===== src/rtl/flash_seq_pkg.sv =====
package flash_seq_pkg;

  typedef enum logic [1:0] {
    OP_RSVD  = 2'b00,
    OP_ERASE = 2'b01,
    OP_READ  = 2'b10,
    OP_PROG  = 2'b11
  } flashOp_e;

  localparam logic [7:0] CMD_WR_ENABLE  = 8'h06;
  localparam logic [7:0] CMD_WR_DISABLE = 8'h04;
  localparam logic [7:0] CMD_READ_STAT  = 8'h05;
  localparam logic [7:0] CMD_SECT_ERASE = 8'hD8;
  localparam logic [7:0] CMD_PAGE_PROG  = 8'h02;

  typedef enum logic [2:0] {
    ST_IDLE, ST_WREN, ST_CMD, ST_POLL, ST_WRDI, ST_DONE, ST_ERROR
  } seqState_e;

  typedef enum logic [1:0] {
    PH_OPEN, PH_SEND, PH_WAIT, PH_CLOSE
  } framePhase_e;

  // control to datapath strobes
  typedef struct packed {
    logic       csOpen;
    logic       csClose;
    logic       send;
    logic [7:0] txByte;
  } spiStrobe_t;

endpackage


===== src/rtl/flash_spi_shifter.sv =====
module flash_spi_shifter
  import flash_seq_pkg::*;
#(
  parameter int HALF_DIV = 2
) (
  input  logic       clk,
  input  logic       rst,
  input  spiStrobe_t strobe,
  output logic       byteDone,
  output logic       rxBit0,
  output logic       spiCsN,
  output logic       spiSck,
  output logic       spiMosi,
  input  logic       spiMiso
);

  localparam int DIV_W = (HALF_DIV > 1) ? $clog2(HALF_DIV) : 1;
  localparam logic [DIV_W-1:0] DIV_LAST = DIV_W'(HALF_DIV - 1);

  logic [7:0]       shiftQ;
  logic [7:0]       rxQ;
  logic [2:0]       bitQ;
  logic [DIV_W-1:0] divQ;
  logic             busyQ;
  logic             sckQ;
  logic             csNQ;
  logic             doneQ;

  always_ff @(posedge clk) begin
    if (rst) begin
      shiftQ <= '0;
      rxQ    <= '0;
      bitQ   <= '0;
      divQ   <= '0;
      busyQ  <= 1'b0;
      sckQ   <= 1'b0;
      csNQ   <= 1'b1;
      doneQ  <= 1'b0;
    end else begin
      doneQ <= 1'b0;
      if (strobe.csOpen) begin
        csNQ <= 1'b0;
      end else if (strobe.csClose) begin
        csNQ <= 1'b1;
      end
      if (strobe.send) begin
        shiftQ <= strobe.txByte;
        busyQ  <= 1'b1;
        bitQ   <= '0;
        divQ   <= '0;
        sckQ   <= 1'b0;
      end else if (busyQ) begin
        if (divQ == DIV_LAST) begin
          divQ <= '0;
          if (!sckQ) begin
            sckQ <= 1'b1;
            rxQ  <= {rxQ[6:0], spiMiso};
          end else begin
            sckQ   <= 1'b0;
            shiftQ <= {shiftQ[6:0], 1'b0};
            if (bitQ == 3'd7) begin
              busyQ <= 1'b0;
              doneQ <= 1'b1;
            end else begin
              bitQ <= bitQ + 3'd1;
            end
          end
        end else begin
          divQ <= divQ + DIV_W'(1);
        end
      end
    end
  end

  assign byteDone = doneQ;
  assign rxBit0   = rxQ[0];
  assign spiCsN   = csNQ;
  assign spiSck   = sckQ;
  assign spiMosi  = shiftQ[7];

  // clock stays low while the flash is deselected
  p_sck_low_deselected_r11: assert property (@(posedge clk) disable iff (rst)
    csNQ |-> !sckQ);

  // a byte is only launched into a selected flash
  p_send_selected_r11: assert property (@(posedge clk) disable iff (rst)
    strobe.send |-> !csNQ);

  // completion is a single-cycle pulse
  p_done_pulse_r6: assert property (@(posedge clk) disable iff (rst)
    doneQ |=> !doneQ);

endmodule


===== src/rtl/flash_seq_ctrl.sv =====
module flash_seq_ctrl
  import flash_seq_pkg::*;
#(
  parameter int PAGE_BYTES = 256,
  parameter int POLL_LIMIT = 50000,
  parameter int SECTOR_W   = 6,
  parameter int PAGE_W     = 8
) (
  input  logic                clk,
  input  logic                rst,
  input  logic                opPending,
  input  logic [1:0]          opCode,
  input  logic [SECTOR_W-1:0] sectorNum,
  input  logic [PAGE_W-1:0]   pageNum,
  input  logic [7:0]          pageData,
  output logic                pageDataNext,
  output logic                opAttended,
  output logic                opFinished,
  output spiStrobe_t          strobe,
  input  logic                byteDone,
  input  logic                rxBit0
);

  localparam int IDX_W  = $clog2(PAGE_BYTES + 4);
  localparam int POLL_W = (POLL_LIMIT > 1) ? $clog2(POLL_LIMIT) : 1;
  localparam logic [POLL_W-1:0] POLL_LAST = POLL_W'(POLL_LIMIT - 1);
  localparam logic [IDX_W-1:0]  PROG_LAST = IDX_W'(PAGE_BYTES + 3);

  seqState_e           stateQ;
  framePhase_e         phaseQ;
  logic [IDX_W-1:0]    idxQ;
  logic [POLL_W-1:0]   pollQ;
  flashOp_e            opQ;
  logic [SECTOR_W-1:0] sectorQ;
  logic [PAGE_W-1:0]   pageQ;
  logic                attendQ;
  logic                finishQ;

  logic [23:0]         flashAddr;
  logic [IDX_W-1:0]    frameLast;
  logic [7:0]          curByte;
  logic                inFrame;

  assign flashAddr = 24'({sectorQ, pageQ, 8'h00});
  assign inFrame   = (stateQ == ST_WREN) || (stateQ == ST_CMD) ||
                     (stateQ == ST_POLL) || (stateQ == ST_WRDI);

  always_comb begin
    frameLast = '0;
    curByte   = 8'h00;
    case (stateQ)
      ST_WREN: curByte = CMD_WR_ENABLE;
      ST_WRDI: curByte = CMD_WR_DISABLE;
      ST_POLL: begin
        frameLast = IDX_W'(1);
        curByte   = (idxQ == '0) ? CMD_READ_STAT : 8'h00;
      end
      ST_CMD: begin
        frameLast = (opQ == OP_PROG) ? PROG_LAST : IDX_W'(3);
        case (idxQ)
          IDX_W'(0): curByte = (opQ == OP_PROG) ? CMD_PAGE_PROG : CMD_SECT_ERASE;
          IDX_W'(1): curByte = flashAddr[23:16];
          IDX_W'(2): curByte = flashAddr[15:8];
          IDX_W'(3): curByte = flashAddr[7:0];
          default:   curByte = pageData;
        endcase
      end
      default: ;
    endcase
  end

  always_comb begin
    strobe.csOpen  = inFrame && (phaseQ == PH_OPEN);
    strobe.send    = inFrame && (phaseQ == PH_SEND);
    strobe.csClose = inFrame && (phaseQ == PH_CLOSE);
    strobe.txByte  = curByte;
  end

  assign pageDataNext = (stateQ == ST_CMD) && (phaseQ == PH_SEND) &&
                        (idxQ >= IDX_W'(4));
  assign opAttended   = attendQ;
  assign opFinished   = finishQ;

  always_ff @(posedge clk) begin
    if (rst) begin
      stateQ  <= ST_IDLE;
      phaseQ  <= PH_OPEN;
      idxQ    <= '0;
      pollQ   <= '0;
      opQ     <= OP_RSVD;
      sectorQ <= '0;
      pageQ   <= '0;
      attendQ <= 1'b0;
      finishQ <= 1'b0;
    end else begin
      case (stateQ)
        ST_IDLE: begin
          if (opPending) begin
            opQ     <= flashOp_e'(opCode);
            sectorQ <= sectorNum;
            pageQ   <= pageNum;
            attendQ <= 1'b1;
            phaseQ  <= PH_OPEN;
            pollQ   <= '0;
            if (opCode == OP_ERASE || opCode == OP_PROG) begin
              stateQ <= ST_WREN;
            end else begin
              stateQ  <= ST_ERROR;
              finishQ <= 1'b1;
            end
          end
        end
        ST_DONE, ST_ERROR: begin
          if (!opPending) begin
            stateQ  <= ST_IDLE;
            attendQ <= 1'b0;
            finishQ <= 1'b0;
          end
        end
        default: begin
          case (phaseQ)
            PH_OPEN: begin
              phaseQ <= PH_SEND;
              idxQ   <= '0;
            end
            PH_SEND: phaseQ <= PH_WAIT;
            PH_WAIT: begin
              if (byteDone) begin
                if (idxQ == frameLast) begin
                  phaseQ <= PH_CLOSE;
                end else begin
                  idxQ   <= idxQ + IDX_W'(1);
                  phaseQ <= PH_SEND;
                end
              end
            end
            default: begin
              phaseQ <= PH_OPEN;
              case (stateQ)
                ST_WREN: stateQ <= ST_CMD;
                ST_CMD: begin
                  stateQ <= ST_POLL;
                  pollQ  <= '0;
                end
                ST_POLL: begin
                  if (!rxBit0) begin
                    stateQ <= ST_WRDI;
                  end else if (pollQ == POLL_LAST) begin
                    stateQ  <= ST_ERROR;
                    finishQ <= 1'b1;
                  end else begin
                    pollQ <= pollQ + POLL_W'(1);
                  end
                end
                ST_WRDI: begin
                  stateQ  <= ST_DONE;
                  attendQ <= 1'b0;
                  finishQ <= 1'b1;
                end
                default: begin
                  stateQ  <= ST_ERROR;
                  finishQ <= 1'b1;
                end
              endcase
            end
          endcase
        end
      endcase
    end
  end

  // a pending request in idle is attended at the next edge
  p_take_attends_r2: assert property (@(posedge clk) disable iff (rst)
    (stateQ == ST_IDLE && opPending) |=> opAttended);

  // the failure state shows both flags
  p_error_flags_r8: assert property (@(posedge clk) disable iff (rst)
    (stateQ == ST_ERROR) |-> (attendQ && finishQ));

  // a successful end shows finished without attended
  p_done_flags_r7: assert property (@(posedge clk) disable iff (rst)
    (stateQ == ST_DONE) |-> (!attendQ && finishQ));

  // dropping the request clears both flags at the next edge
  p_release_clears_r10: assert property (@(posedge clk) disable iff (rst)
    ((stateQ == ST_DONE || stateQ == ST_ERROR) && !opPending)
      |=> (!opAttended && !opFinished));

  // payload is only pulled for a page program
  p_payload_program_r5: assert property (@(posedge clk) disable iff (rst)
    pageDataNext |-> (opQ == OP_PROG));

endmodule


===== src/rtl/flash_op_sequencer.sv =====
module flash_op_sequencer
  import flash_seq_pkg::*;
#(
  parameter int HALF_DIV   = 2,
  parameter int PAGE_BYTES = 256,
  parameter int POLL_LIMIT = 50000,
  parameter int SECTOR_W   = 6,
  parameter int PAGE_W     = 8
) (
  input  logic                clk,
  input  logic                rst,
  input  logic                opPending,
  input  logic [1:0]          opCode,
  input  logic [SECTOR_W-1:0] sectorNum,
  input  logic [PAGE_W-1:0]   pageNum,
  input  logic [7:0]          pageData,
  output logic                pageDataNext,
  output logic                opAttended,
  output logic                opFinished,
  output logic                spiCsN,
  output logic                spiSck,
  output logic                spiMosi,
  input  logic                spiMiso
);

  spiStrobe_t strobe;
  logic       byteDone;
  logic       rxBit0;

  flash_seq_ctrl #(
    .PAGE_BYTES (PAGE_BYTES),
    .POLL_LIMIT (POLL_LIMIT),
    .SECTOR_W   (SECTOR_W),
    .PAGE_W     (PAGE_W)
  ) i_ctrl (
    .clk          (clk),
    .rst          (rst),
    .opPending    (opPending),
    .opCode       (opCode),
    .sectorNum    (sectorNum),
    .pageNum      (pageNum),
    .pageData     (pageData),
    .pageDataNext (pageDataNext),
    .opAttended   (opAttended),
    .opFinished   (opFinished),
    .strobe       (strobe),
    .byteDone     (byteDone),
    .rxBit0       (rxBit0)
  );

  flash_spi_shifter #(
    .HALF_DIV (HALF_DIV)
  ) i_shifter (
    .clk      (clk),
    .rst      (rst),
    .strobe   (strobe),
    .byteDone (byteDone),
    .rxBit0   (rxBit0),
    .spiCsN   (spiCsN),
    .spiSck   (spiSck),
    .spiMosi  (spiMosi),
    .spiMiso  (spiMiso)
  );

  // with no operation in hand the flash stays deselected
  p_idle_deselected_r1: assert property (@(posedge clk) disable iff (rst)
    (!opAttended && !opFinished) |-> spiCsN);

endmodule


===== config.mk =====
export PLATFORM = sky130hd
export DESIGN_NAME = flash_op_sequencer
export DESIGN_NICKNAME = d
export VERILOG_FILES = /design/src/rtl/flash_seq_pkg.sv /design/src/rtl/flash_spi_shifter.sv /design/src/rtl/flash_seq_ctrl.sv /design/src/rtl/flash_op_sequencer.sv
export SDC_FILE = /design/constraint.sdc
export NUM_CORES = 1
export LEC_CHECK = 0
export ABC_CLOCK_PERIOD_IN_PS = 6100
export BUFFER_PORTS_ARGS = -buffer_cell sky130_fd_sc_hd__buf_2
export CAP_MARGIN = 20
export CORE_MARGIN = 2
export CORE_UTILIZATION = 63
export CTS_CLUSTER_DIAMETER = 30
export DETAILED_ROUTE_END_ITERATION = 10
export HOLD_SLACK_MARGIN = 0.1
export PLACE_DENSITY_LB_ADDON = 0.1
export RECOVER_POWER = 100
export SETUP_SLACK_MARGIN = 0.15
export SLEW_MARGIN = 0
export SYNTH_ARGS = -nofsm -noshare
export SYNTH_HDL_FRONTEND = slang
export SYNTH_SLANG_ARGS = --single-unit

===== constraint.sdc =====
create_clock -name clk -period 6.1 [get_ports clk]
set_clock_uncertainty 0.15 [all_clocks]
set_input_delay 0.61 -clock clk [delete_from_list [all_inputs] [get_ports clk]]
set_output_delay 0.61 -clock clk [all_outputs]
set_load 0.01 [all_outputs]

# Yosys cells after proc, flatten, opt, wreduce, memory -nomap -nowiden
# Index checks and enable logic that the tools add are counted.
# word_totals
ff_bits	65
latch_bits	0
ram_bits	0
romBits	0
input_bits	28
memories	0
# classes
addsub	4
n_mul	0
div	0
order_cmp	1
n_eq_ne	32
shift	0
muxes	54
bitwise_logic	7
n_reduce_logical	36
# ops
op	n
16-bit 2-to-1 mux	4
16-bit one-hot mux with 2 select lines	2
8-bit one-hot mux with 4 select lines	2
8-bit 2-to-1 mux	5
9-bit one-hot mux with 2 select lines	2
9-bit 2-to-1 mux	3
3-bit 2-to-1 mux	7
4-bit AND reduction	5
1-bit 2-to-1 mux	19
9-bit by 2-bit == test with 1-bit output (second input constant)	2
16-bit by 1-bit adder with 16-bit output (second input constant)	1
16-bit == test (second input constant)	1
3-bit == test (second input constant)	4
3-bit one-hot mux with 4 select lines	1
2-bit nonzero test	5
9-bit by 1-bit adder with 9-bit output (second input constant)	1
9-bit by 1-bit == test with 1-bit output (second input constant)	1
9-bit == test	1
9-bit by 3-bit >= comparator with 1-bit output (second input constant)	1
9-bit zero test	1
2-bit == test (second input constant)	4
2-bit inequality test (second input constant)	4
1-bit NOT	7
7-bit AND reduction	1
other kinds (28)	50

# Depth between registers and ports, before layout
# depth
word_depth	8
ltp_mapped	9
ltp_nobuf	7

# By module
# A second synthesis with hierarchy kept.
# hier_totals
cells_unflattened	451
area_unflattened_um2	3514.6
# by_module_without_submodules
module	instances	cells_per_inst	area_per_inst_um2
flash_seq_ctrl	1	370	2770.2
flash_spi_shifter	1	81	744.5

# Worst setup path after synthesis
# OpenSTA, ideal clock, no wires.
# synth_path
path_kind	register -> output
from	reg i_ctrl.idxQ[2]
to	out pageDataNext
arrival_ns	1.448
required_ns	5.340
setup_slack_ns	3.892
path_stages_with_launch	4
path_cell_list	dfxtp_1 -> or4_1 -> nand3b_1 -> and2_1
# synth_between
elab_chain_cells	2
# synth_lines
item	line	source
start: declaration	flash_seq_ctrl.sv:31	logic [IDX_W-1:0] idxQ;
start signal: assignment	flash_seq_ctrl.sv:132	idxQ <= idxQ + IDX_W'(1);
9-bit by 3-bit >= comparator with 1-bit output	flash_seq_ctrl.sv:80	(idxQ >= IDX_W'(4));
1-bit logical AND	flash_seq_ctrl.sv:79	assign pageDataNext = (stateQ == ST_CMD) && (phaseQ == PH_SEND) &&
end: declaration	flash_op_sequencer.sv:17	output logic pageDataNext,
# Every way passes these cells.

# Worst setup path after layout
# layout_path
from	reg i_ctrl.idxQ[1]
to	reg i_shifter.shiftQ[7]
# layout_between
elab_chain_cells	4
word_cells_on_any_way	7
classes_between	eq/ne (3); mux (3); reduce/logical (1)
# layout_lines
item	line	source
9-bit by 2-bit == test with 1-bit output, or another cell as far along	flash_seq_ctrl.sv:60	case (idxQ)
8-bit one-hot mux with 4 select lines (*)	flash_seq_ctrl.sv:60	
8-bit one-hot mux with 4 select lines (*)	flash_seq_ctrl.sv:51	case (stateQ)
8-bit 2-to-1 mux (*)	flash_spi_shifter.sv:46	if (strobe.send) begin
end signal: assignment	flash_spi_shifter.sv:47	shiftQ <= strobe.txByte;
end signal: assignment	flash_spi_shifter.sv:60	shiftQ <= {shiftQ[6:0], 1'b0};
end: declaration	flash_spi_shifter.sv:20	logic [7:0] shiftQ;
# Mark *: on every way between the ends. The rest lies on a longest branch, timed or not.
# A chain may end at the register's enable or synchronous reset.

==> results.cfg <==
[timing]
worst_pin_slew_ps = 1640
hold_viol_final = 0
setup_tns_ps = 0
period_minus_slack_ps = 3220
period_share_pct = 52.8
setup_viol = 0
hold-worst-slack_ps = 308
rsz0062_at_grt = false
slew_violations = 13
slew_headroom_pct = -10.9
max_freq_ghz = 0.311

[power]
leakage_nw = 1.33
vdd_drop_max_v = 0.000230
power_density_nw_per_um2 = 333

[yosys]
synth-seq-cells = 65
synth_top_area_share_pct = 37.7
synth_top_cell_by_area = dfxtp_1
ys.flop_type = dfxtp_1
synth.most_common_cell = dfxtp_1
netlist_area_sq_um = 3450
synth_edf_count = 0
synth_seq_area_share_pct = 37.7
synthTopCellsByArea = dfxtp_1 38%, a21oi_1 7.8%, nand2_1 6.3%
avgSynthCellArea_sq_um = 7.89
ys_warn_count = 0
synth.distinct_cells = 59
synthArstFlopShare_pct = 0
syn_inst = 437
synth_nets = 472
synth_commonest_cells = 65 x dfxtp_1, 58 x nand2_1, 54 x a21oi_1

[setup_path]
arrival_ps = 3250
cp_slowest_cell = nor4b_1
worst_setup_path_end_kind = flip-flop
path_cells = ha_1 > nor4_1 > nor4b_1 > o211ai_1 > o211ai_1 > a211oi_1
reg2reg_slack_ps = 2880
crit_path_max_incr_delay_ps = 1340
cp_max_fo = 12
critical_path_class = flip-flop to flip-flop
start_kind = flip-flop
crit_top_cell = o211ai_1
worstPathRequired_ps = 6140

[die]
fp.dieW_microns = 78.0
io_pins = 34
rows = 26
die_area_sq_um = 6080
core_area_sq_um = 5200
start_util_pct = 66.2
die_h_microns = 78.0

[clocking]
cts_root_buffer = clkbuf_8
cts_tree = done
cts_hold_buf = 0
cts_sinks = 65
clock_path_buffers = 2
cts_made_buffers = 9
worstSkewPairLatency_ps = 340
htree_levels = 3
post_cts_buffers = 0
ctsResizeCount = 0
clk_pin_slew_ps = 70

[detailed_routing]
routed_wl_microns = 7750
drc = 0
vias = 3181
ant_nets = 0
drtIter0Drc = 215
firstDrtPassIters = 5
wl_per_cell_microns = 14.6
viasPerCell = 6.01

[layout]
nets = 489
nFillCells = 435
syn2layout_area_growth_pct = 9.25
multi_input_area_sq_um = 1950
seqCellArea_sq_um = 1300
drive_gt1_share_pct = 10.5
diodes = 0

[global_route]
grt_max_degree = 44
groute.usage.overall_pct = 27.0
grt_overflow = 0
grt_first_pass_wirelength_microns = 13300
antenna_found_initial = 0
grt_pass1_vias = 2973

[job]
max-cap-violations = 1

[status]
status = finished with violations
violations = max-capacitance violations, max-slew violations

[min_path]
hold_class = flip-flop to flip-flop

[place]
dpl.hpwl_microns = 5340
port_buffers = 33
place_congestion = 0.840
-- cells by family after synthesis --
kind of cell             after synthesis  synth area share (%)
AND/OR/NAND/NOR                      179                  27.6
AO/OA/AOI/OAI                        133                  23.5
flip-flops                            65                  37.7
buffers and inverters                 40                  5.01
adder cells (fa/ha/maj)                8                  2.83
XOR/XNOR                               7                  1.78
multiplexers                           5                  1.49
-- cells in the final DEF (no fill, tap or decap), types with 6 or more instances in the layout --
cell	n
a211oi_1	7
a21oi_1	54
and3_1	7
buf_2	28
clkbuf_8	9
dfxtp_1	65
ha_1	7
inv_1	13
nand2_1	59
nand3_1	16
nor2_1	26
nor3_1	10
o211ai_1	14
o21ai_0	26
or3_1	9
or4_1	10
xnor2_1	6
-- power breakdown --
part,internal [W],leakage [nW],switching [W]
logic,0.000118,0.707,0.000203
clock network,0.000229,0.0975,0.000169
registers,0.000473,0.528,0.0000645
-- metrics by stage --
stage	area, sq um	std cells	setup slack (ps)	power (W)	utilization, %
2_1_floorplan	3450	437	3890	0.000805	-
5_1_grt	3770	529	2670	0.00134	72.4
4_1_cts	3800	529	3260	0.00127	72.9
3_5_place_dp	3580	513	3390	0.000868	68.7
3_3_place_gp	3580	513	3430	0.000857	68.7
6_report	3770	529	2880	0.00126	72.4
-- routing by layer --
metal	track usage, %	routed length, microns
met5	0	0
met2	43.0	3530
met1	36.2	3750
met4	9.65	119
met3	5.58	352
-- cell type report --
class / instances / area share, %
inverter: 13 / 1.30
tap: 70 / 2.32
sequential: 65 / 34.5
clock inverter: 7 / 2.52
timing repair buffer: 33 / 4.22
clock buffer: 9 / 3.29
multi-input combinational: 332 / 51.8
-- critical path, delay by kind of cell (launching register included) --
family	cells	cell delay, ps
compound gates	3	560
flops	1	490
simple gates	2	1440
fa+ha+maj	1	430
-- state kept, by name, summed over array words and instances, names as in the netlist, 2 cells and up --
name	cells
i_ctrl.stateQ	3
i_ctrl.pageQ	8
i_ctrl.pollQ	16
i_ctrl.idxQ	9
i_ctrl.phaseQ	2
i_shifter.bitQ	3
i_ctrl.sectorQ	6
i_shifter.shiftQ	8
i_ctrl.opQ	2
-- worst paths after layout --
kind / start / to / cells after the start
max: i_ctrl.idxQ[1] / i_shifter.shiftQ[7] / 6
min: i_ctrl.pageQ[5] / i_ctrl.pageQ[5] / 2
max reg2reg: i_ctrl.idxQ[1] / i_shifter.shiftQ[7] / 6
min reg2reg: i_ctrl.pageQ[5] / i_ctrl.pageQ[5] / 2
Power figures use the tool's default switching activity.
